**src/rtl/ustep_pkg.sv**
```systemverilog
package ustep_pkg;
  // one accepted step and its direction (1 = towards lower positions)
  typedef struct packed {
    logic valid;
    logic rev;
  } step_req_t;
endpackage

```
**src/rtl/ustep_step_sync.sv**
```systemverilog
module ustep_step_sync #(
  parameter int STAGES = 2
) (
  input  logic clk,
  input  logic rst_n,
  input  logic step_i,
  input  logic dir_i,
  input  logic dual_edge_i,
  output logic edge_o,
  output logic dir_o
);
  // bit STAGES holds the previous synchronized sample for edge detection
  logic [STAGES:0]   step_ff_q, step_ff_d;
  logic [STAGES-1:0] dir_ff_q,  dir_ff_d;

  always_comb begin
    step_ff_d = {step_ff_q[STAGES-1:0], step_i};
    dir_ff_d  = {dir_ff_q[STAGES-2:0], dir_i};
  end

  always_ff @(posedge clk or negedge rst_n) begin
    if (!rst_n) begin
      step_ff_q <= '0;
      dir_ff_q  <= '0;
    end else begin
      step_ff_q <= step_ff_d;
      dir_ff_q  <= dir_ff_d;
    end
  end

  always_comb begin
    if (dual_edge_i) edge_o = step_ff_q[STAGES-1] ^ step_ff_q[STAGES];
    else             edge_o = step_ff_q[STAGES-1] & ~step_ff_q[STAGES];
    dir_o = dir_ff_q[STAGES-1];
  end


  single_edge_rise_chk: assert property (@(posedge clk) disable iff (!rst_n)
    (edge_o && !dual_edge_i) |-> (step_ff_q[STAGES-1] && !step_ff_q[STAGES]));
endmodule

```
**src/rtl/ustep_vel_gen.sv**
```systemverilog
module ustep_vel_gen #(
  parameter int VEL_W = 24,
  parameter int ACC_W = 24
) (
  input  logic             clk,
  input  logic             rst_n,
  input  logic [VEL_W-1:0] vel_i,
  output logic             active_o,
  output logic             step_o,
  output logic             rev_o
);
  localparam int SUM_W = ACC_W + 1;

  logic [ACC_W-1:0] acc_q, acc_d;
  logic             step_q, step_d;
  logic             rev_q, rev_d;
  logic [VEL_W-1:0] mag;
  logic [SUM_W-1:0] sum;
  logic             active;

  always_comb begin
    active = |vel_i;
    mag    = vel_i[VEL_W-1] ? (~vel_i + 1'b1) : vel_i;
    sum    = {1'b0, acc_q} + SUM_W'(mag);
    acc_d  = active ? sum[ACC_W-1:0] : '0;
    step_d = active & sum[ACC_W];
    rev_d  = step_d ? vel_i[VEL_W-1] : rev_q;
  end

  always_ff @(posedge clk or negedge rst_n) begin
    if (!rst_n) begin
      acc_q  <= '0;
      step_q <= 1'b0;
      rev_q  <= 1'b0;
    end else begin
      acc_q  <= acc_d;
      step_q <= step_d;
      rev_q  <= rev_d;
    end
  end

  assign active_o = active;
  assign step_o   = step_q;
  assign rev_o    = rev_q;


  idle_no_step_chk: assert property (@(posedge clk) disable iff (!rst_n)
    (vel_i == '0) |=> !step_o);
endmodule

```
**src/rtl/ustep_pos_core.sv**
```systemverilog
module ustep_pos_core
  import ustep_pkg::*;
#(
  parameter int POS_W = 10,
  parameter int RES_W = 4
) (
  input  logic             clk,
  input  logic             rst_n,
  input  step_req_t        req_i,
  input  logic [RES_W-1:0] res_code_i,
  input  logic             idx_step_mode_i,
  output logic [POS_W-1:0] pos_o,
  output logic             index_o
);
  localparam int               MAX_CODE = POS_W - 2;
  localparam logic [POS_W-1:0] ONE      = POS_W'(1);

  logic [POS_W-1:0] pos_q, pos_d;
  logic             tgl_q, tgl_d;
  logic [RES_W-1:0] eff_code;
  logic [POS_W-1:0] stride, half, base, moved;

  always_comb begin
    eff_code = (res_code_i > RES_W'(MAX_CODE)) ? RES_W'(MAX_CODE) : res_code_i;
    stride   = ONE << eff_code;
    half     = stride >> 1;
    base     = pos_q & ~(stride - ONE);
    moved    = req_i.rev ? (base - stride) : (base + stride);
    pos_d    = req_i.valid ? (moved | half) : pos_q;
    tgl_d    = tgl_q ^ req_i.valid;
  end

  always_ff @(posedge clk or negedge rst_n) begin
    if (!rst_n) begin
      pos_q <= '0;
      tgl_q <= 1'b0;
    end else begin
      pos_q <= pos_d;
      tgl_q <= tgl_d;
    end
  end

  assign pos_o   = pos_q;
  assign index_o = idx_step_mode_i ? tgl_q : ((pos_q >> eff_code) == '0);


  hold_without_step_chk: assert property (@(posedge clk) disable iff (!rst_n)
    !req_i.valid |=> $stable(pos_q));

  mid_stride_chk: assert property (@(posedge clk) disable iff (!rst_n)
    req_i.valid |=> ((pos_q & ($past(stride) - ONE)) == ($past(stride) >> 1)));

  fine_forward_chk: assert property (@(posedge clk) disable iff (!rst_n)
    (req_i.valid && !req_i.rev && res_code_i == '0) |=> (pos_q == $past(pos_q) + ONE));

  monitor_toggle_chk: assert property (@(posedge clk) disable iff (!rst_n)
    req_i.valid |=> (tgl_q != $past(tgl_q)));
endmodule

```
**src/rtl/ustep_sequencer.sv**
```systemverilog
module ustep_sequencer
  import ustep_pkg::*;
#(
  parameter int POS_W     = 10,
  parameter int RES_W     = 4,
  parameter int VEL_W     = 24,
  parameter int ACC_W     = 24,
  parameter int SYNC_STGS = 2
) (
  input  logic             clk,
  input  logic             rst_n,
  input  logic             step_i,
  input  logic             dir_i,
  input  logic             dir_inv_i,
  input  logic             dual_edge_i,
  input  logic [RES_W-1:0] res_code_i,
  input  logic [VEL_W-1:0] velocity_i,
  input  logic             idx_step_mode_i,
  output logic [POS_W-1:0] position_o,
  output logic [POS_W-1:0] phase_a_o,
  output logic [POS_W-1:0] phase_b_o,
  output logic             index_o
);
  localparam logic [POS_W-1:0] QUARTER = POS_W'(1) << (POS_W - 2);

  logic      ext_edge, ext_dir;
  logic      gen_active, gen_step, gen_rev;
  step_req_t req;
  logic [POS_W-1:0] pos;

  ustep_step_sync #(.STAGES(SYNC_STGS)) i_sync (
    .clk         (clk),
    .rst_n       (rst_n),
    .step_i      (step_i),
    .dir_i       (dir_i),
    .dual_edge_i (dual_edge_i),
    .edge_o      (ext_edge),
    .dir_o       (ext_dir)
  );

  ustep_vel_gen #(.VEL_W(VEL_W), .ACC_W(ACC_W)) i_gen (
    .clk      (clk),
    .rst_n    (rst_n),
    .vel_i    (velocity_i),
    .active_o (gen_active),
    .step_o   (gen_step),
    .rev_o    (gen_rev)
  );

  // a queued generator step wins over an external edge on the same cycle
  always_comb begin
    req.valid = gen_step | (ext_edge & ~gen_active);
    req.rev   = (gen_step ? gen_rev : ext_dir) ^ dir_inv_i;
  end

  ustep_pos_core #(.POS_W(POS_W), .RES_W(RES_W)) i_core (
    .clk             (clk),
    .rst_n           (rst_n),
    .req_i           (req),
    .res_code_i      (res_code_i),
    .idx_step_mode_i (idx_step_mode_i),
    .pos_o           (pos),
    .index_o         (index_o)
  );

  assign position_o = pos;
  assign phase_a_o  = pos;
  assign phase_b_o  = pos + QUARTER;


  ext_masked_chk: assert property (@(posedge clk) disable iff (!rst_n)
    (gen_active && !gen_step) |=> $stable(position_o));
endmodule

```
**config.mk**
```make
export PLATFORM = sky130hd
export DESIGN_NAME = ustep_sequencer
export DESIGN_NICKNAME = d
export VERILOG_FILES = /design/src/rtl/ustep_pkg.sv /design/src/rtl/ustep_step_sync.sv /design/src/rtl/ustep_vel_gen.sv /design/src/rtl/ustep_pos_core.sv /design/src/rtl/ustep_sequencer.sv
export SDC_FILE = /design/constraint.sdc
export NUM_CORES = 1
export LEC_CHECK = 0
export ABC_CLOCK_PERIOD_IN_PS = 6000
export BUFFER_PORTS_ARGS = -buffer_cell sky130_fd_sc_hd__buf_2
export CAP_MARGIN = 20
export CORE_ASPECT_RATIO = 0.9
export CORE_MARGIN = 1
export CORE_UTILIZATION = 52
export CTS_BUF_LIST = sky130_fd_sc_hd__clkbuf_4 sky130_fd_sc_hd__clkbuf_8
export DETAILED_ROUTE_END_ITERATION = 12
export PLACE_DENSITY = 0.82
export SYNTH_ARGS = -nofsm -noshare
export SYNTH_HDL_FRONTEND = slang
export SYNTH_HIERARCHICAL = 1
export SYNTH_SLANG_ARGS = --single-unit
export TNS_END_PERCENT = 10
```
**constraint.sdc**
```tcl
create_clock -name clk -period 6 [get_ports clk]
set_clock_uncertainty 0.1 [all_clocks]
set_input_delay 0.6 -clock clk [delete_from_list [all_inputs] [get_ports clk]]
set_output_delay 0.6 -clock clk [all_outputs]
set_load 0.005 [all_outputs]
```
## Word level (Yosys, flattened, before mapping)

Cells that the tools add are included.

- Bits in registers: 42

- Multiplexer cells: 7
- Shift-type cells: 2
- Reductions and logical operators: 2
- Magnitude comparators: 1
- Bitwise operators: 13
- $add $sub $neg: 6

Operator list:

| cell | number |
|---|---|
| 24-bit two-way mux | 2 |
| 24-bit by 24-bit adder with 25-bit output | 1 |
| 24-bit by 1-bit adder with 24-bit output (second input constant) | 1 |
| 24-bit NOT | 1 |
| 24-bit OR reduction | 1 |
| 10-bit adder | 1 |
| 10-bit by 9-bit adder with 10-bit output (second input constant) | 1 |
| 10-bit bitwise AND | 1 |
| 10-bit logical NOT | 1 |
| 10-bit two-way mux | 1 |
| 10-bit NOT | 1 |
| 10-bit by 9-bit OR with 10-bit output | 1 |
| 1-bit by 4-bit left shift with 10-bit output (first input constant) | 1 |
| 10-bit by 4-bit >> shifter with 10-bit output | 1 |
| 10-bit by 1-bit subtractor with 10-bit output (second input constant) | 1 |
| 10-bit subtractor | 1 |
| 4-bit > comparator (second input constant) | 1 |
| 4-bit two-way mux | 1 |
| 1-bit bitwise AND | 3 |
| 1-bit two-way mux | 3 |
| 1-bit bitwise XOR | 3 |
| 1-bit NOT | 2 |
| 1-bit OR | 1 |

## Logic depth before layout (Yosys ltp)

- Word-level depth: 9
- Gate-level depth with buffers: 16
- Gate-level depth less buffers: 15

## By module

Netlist, hierarchy kept.

Modules (own cells, without submodules):

| module | cells each | area an instance (sq um) | sequential area each (sq um) | instances |
|---|---|---|---|---|
| ustep_vel_gen | 315 | 2628.8 | 650.6 | 1 |
| ustep_pos_core | 183 | 1360.1 | 275.3 | 1 |
| ustep_sequencer | 24 | 178.9 | 0.0 | 1 |
| ustep_step_sync | 9 | 155.1 | 125.1 | 1 |

## Worst setup path before layout

OpenSTA, ideal clock, no wires.

- Kind: input port to flip-flop
- Start point: input port velocity_i[2]
- End point: register i_gen.acc_q[22]
- Data required time: 5.775 ns
- Stages on the path: 13
- Slack: 2.273 ns
- Arrival time: 3.503 ns
- Path buffers: 1
- Path through: nor2_2 nand3_1 or4_4 or4_4 or2_4 o31ai_4 xnor2_1 ha_1 clkbuf_1 and3_1 nand4_1 o21ai_0 mux2_2

- Longest elaborated chain between the ends: 5
- Elaborated cells between the ends (all ways): 6
- Classes of those cells: add/sub: 2; mux: 2; bitwise: 1; reduce/logical: 1

Ends and longest elaborated chain:

| element | RTL line | RTL |
|---|---|---|
| start: declaration | ustep_sequencer.sv:17 | `input logic [VEL_W-1:0] velocity_i,` |
| 24-bit NOT | ustep_vel_gen.sv:23 | `mag = vel_i[VEL_W-1] ? (~vel_i + 1'b1) : vel_i;` |
| 24-bit by 1-bit adder with 24-bit output | ustep_vel_gen.sv:23 |  |
| 24-bit two-way mux | ustep_vel_gen.sv:23 |  |
| 24-bit by 24-bit adder with 25-bit output | ustep_vel_gen.sv:24 | `sum = {1'b0, acc_q} + SUM_W'(mag);` |
| 24-bit two-way mux (*) | ustep_vel_gen.sv:25 | `acc_d = active ? sum[ACC_W-1:0] : '0;` |
| named net i_gen.acc_d[22] | ustep_vel_gen.sv:14 | `logic [ACC_W-1:0] acc_q, acc_d;` |
| end signal: assignment | ustep_vel_gen.sv:32 | `acc_q <= '0;` |
| end signal: assignment | ustep_vel_gen.sv:36 | `acc_q <= acc_d;` |
| end: declaration | ustep_vel_gen.sv:14 |  |

Mark *: on every way through the listed nets, which the timed path passes. The rest lies on a longest branch.
A chain may end at the register's enable or synchronous reset.

## Worst setup path after layout

- Start point: input port velocity_i[0]
- End point: register i_gen.acc_q[23]

The elaborated chain is that of the path after synthesis.

==> results.cfg <==
[setup_path]
critPathLaunchType = input pin
crit_chain = buf_2 > inv_1 > ha_1 > nand2_1 > nor4_1 > nand3_1 > o41ai_1 > xnor2_1 > ha_1 > a21o_1 > a21o_1 > a21oi_1 > o2111ai_1 > and3_1 > o21a_1
path_class = input pin to flop
critical_path_arrival_ns = 3.87
critPathSlowestCell = nor4_1
crit_start = velocity_i[0]
end_kind = flop
crit_end = i_gen/acc_q[23]
reg2reg_to = i_core/pos_o[9]
crit_required_ns = 6.09
r2r_slack_ns = 2.79
reg2reg_from = i_gen/step_o
r2r_cells = 13
cp_max_fo = 6
slowest_delay_ns = 0.42

[sta]
setup-violations-final = 0
drv_slew = 0
rsz0062_at_grt = false
finalCritPeriodShare = 0.629
worst_slew_pin_slew_ns = 0.608
slew_headroom = 0.594
hold_violations = 0
final.setup.tns_ns = 0
hold_slack_ns = 0.107
fin_crit_ns = 3.77
fmax_mhz = 265

[drt]
dr.pass1.iters = 8
vias_per_cell = 6.03
wire_per_inst_um = 15.6
wl_um = 10400
antenna_left = 0
vias = 4013
drtIter0Drc = 169
drc_errors = 4

[logic_synthesis]
async_flop_share = 1.00
yosysTopAreaCellShare = 0.243
synth_largest_area_cell = dfrtp_1
synth_area_leaders = dfrtp_1 24%, ha_1 12%, xnor2_1 6.9%
synthCells = 531
synth.avg_cell_area_um2 = 8.14
seq_area_frac_synth = 0.243
synth_seq_cells = 42
yosysUniqueCellTypes = 59
ys_warn_count = 6
syn-num-nets = 609
synth_edf_count = 0
ys.flop_type = dfrtp_1
synth_area_mm2 = 0.00432

[global_route]
grtUsageTotal = 0.247
grt_pass1_wl_um = 17300
first_global_vias = 3677
grt_start_max_net_pins = 43
grt_overflow = 0
antenna_found_initial = 0

[clock_network]
cts_buffers = 5
cts_htree_levels = 2
clock-sinks = 42
tritoncts = done
cts_root_buffer = clkbuf_8
cts.repair.resized = 0
clock_latency_ns = 0.30
hold_buffers = 0
cts_max_path_buffers = 2
cts_setup_buffers = 0
clk_pin_slew_ns = 0.09

[pwr]
power_leakage_nw = 2.08
vdd_drop_max_v = 0.000172
powerDensity_mw_per_mm2 = 462

[floorplan]
fp.dieH_um = 88.5
rows = 31
fp.coreArea_mm2 = 0.00807
ios = 66
floorplan.initialDensity = 0.536
die_w_um = 98.1
die_area_mm2 = 0.00868

[place]
port-buffer-count = 65
dp.cells = 657
gp_congestion = 0.923
dp.final_hpwl_um = 7770

[final_layout]
diodes = 0
nets = 644
fin_cells = 666
layout-drive-gt1-share = 0.166
areaGrowthSynthToFinish_pct = 7.70

[run]
cap_violations = 0

[run_status]
status = finished, violations left
violations = DRC

[hold_path]
hold_class = input pin to async pin
power by group:
group          total [mW]  switching, mW  internal (mW)
Clock               0.192          0.105         0.0869
Sequential          0.531          0.111          0.420
Combinational        1.43          0.788          0.639
Total                2.15           1.00           1.15
per-stage QoR:
step / utilization / worst slack [ns] / instance area, µm² / power (mW)
floorplan: - / 2.27 / 4320 / 1.65
global route: 0.577 / 1.96 / 4660 / 2.35
finish: 0.577 / 2.23 / 4660 / 2.15
detailed placement: 0.563 / 1.97 / 4550 / 1.93
global placement: 0.563 / 2.03 / 4550 / 1.88
CTS: 0.575 / 2.29 / 4640 / 2.14
kinds of logic after synthesis:
| family | synth area share |
|---|---|
| compound gates | 0.232 |
| xor+xnor | 0.0973 |
| fa+ha+maj | 0.128 |
| buf+inv | 0.0758 |
| flops | 0.243 |
| mux | 0.0255 |
| simple gates | 0.199 |
cells in the mapped netlist, types with 3 or more instances:
| cell type | count |
|---|---|
| nand4_1 | 5 |
| nor3_1 | 14 |
| and2_1 | 5 |
| o21ai_0 | 32 |
| ha_1 | 41 |
| buf_1 | 3 |
| nor4_1 | 3 |
| a31oi_1 | 9 |
| mux2_2 | 4 |
| a21o_1 | 9 |
| dfrtp_1 | 42 |
| o31ai_1 | 7 |
| a21boi_0 | 3 |
| xor2_1 | 14 |
| nand2b_1 | 7 |
| or4_4 | 4 |
| a21oi_1 | 42 |
| o21bai_1 | 7 |
| nor2b_1 | 13 |
| o21a_1 | 6 |
| mux2i_1 | 5 |
| xnor2_1 | 34 |
| clkbuf_1 | 14 |
| a211oi_1 | 4 |
| o41ai_1 | 4 |
| o31a_1 | 3 |
| buf_4 | 20 |
| nand2_1 | 41 |
| inv_1 | 23 |
| nand3_1 | 12 |
| and3_1 | 4 |
| nor2_1 | 51 |
| o211ai_1 | 5 |
| or4_1 | 5 |
registers in the layout, summed over array words and instances, names as in the netlist:
name and flops:
i_gen/acc_q 24, i_core/pos_o 10, i_sync/step_ff_q 3, i_sync/dir_ff_q 2, i_core/tgl_q 1, i_gen/rev_o 1
i_gen/step_o 1
layout make-up:
cell class | count | area [µm²]
sequential | 42 | 1050
multi-input combinational | 426 | 2940
inverter | 23 | 86.3
fill | 720 | 3410
timing repair buffer | 68 | 360
clock inverter | 2 | 13.8
clock buffer | 6 | 76.3
tap | 99 | 124
cells in the final DEF, fill, tap and decap left out, drive strengths merged, types with 4 or more instances in the layout:
cell type,netlist,final
clkbuf,14,6
xnor2,34,34
nor3,16,16
and2,5,5
nand2,41,41
or4,9,9
buf,26,68
a31oi,9,9
dfrtp,42,42
ha,41,41
o31ai,8,8
a21o,10,10
xor2,14,14
nor2b,13,13
a21oi,42,42
o21bai,7,7
nand2b,7,7
mux2i,5,5
nand4,5,5
inv,23,23
o21ai,33,33
and3,4,4
nand3,12,12
o21a,6,6
o41ai,4,4
nor2,52,52
mux2,5,5
a211oi,4,4
o211ai,5,5
worst max-delay path: cells and delay by family:
family	cells	cell delay, ns
AOI/OAI and AO/OA	6	1.33
xor gates and xnor gates	1	0.11
adders and majority gates	2	0.55
buffers and inverters	2	0.21
and+or+nand+nor	4	1.07
metal layers:
metal / track usage / routed length [µm]
met2: 0.431 / 4770
met1: 0.333 / 4880
met4: 0.0551 / 82
met3: 0.0292 / 628
met5: 0 / 0
worst min path at each step:
stage	start	to	slack [ns]	cells after the start
finish	rst_n	i_gen/acc_q[1]	0.11	1
global route	rst_n	i_gen/acc_q[1]	0.12	1
CTS	i_sync/step_ff_q[0]	i_sync/step_ff_q[1]	0.26	0
detailed placement	i_sync/step_ff_q[0]	i_sync/step_ff_q[1]	0.23	0
global placement	i_sync/step_ff_q[0]	i_sync/step_ff_q[1]	0.23	0
floorplan	rst_n	i_core/pos_o[0]	0.20	0
Note: power is estimated with default switching activity, not from simulation.
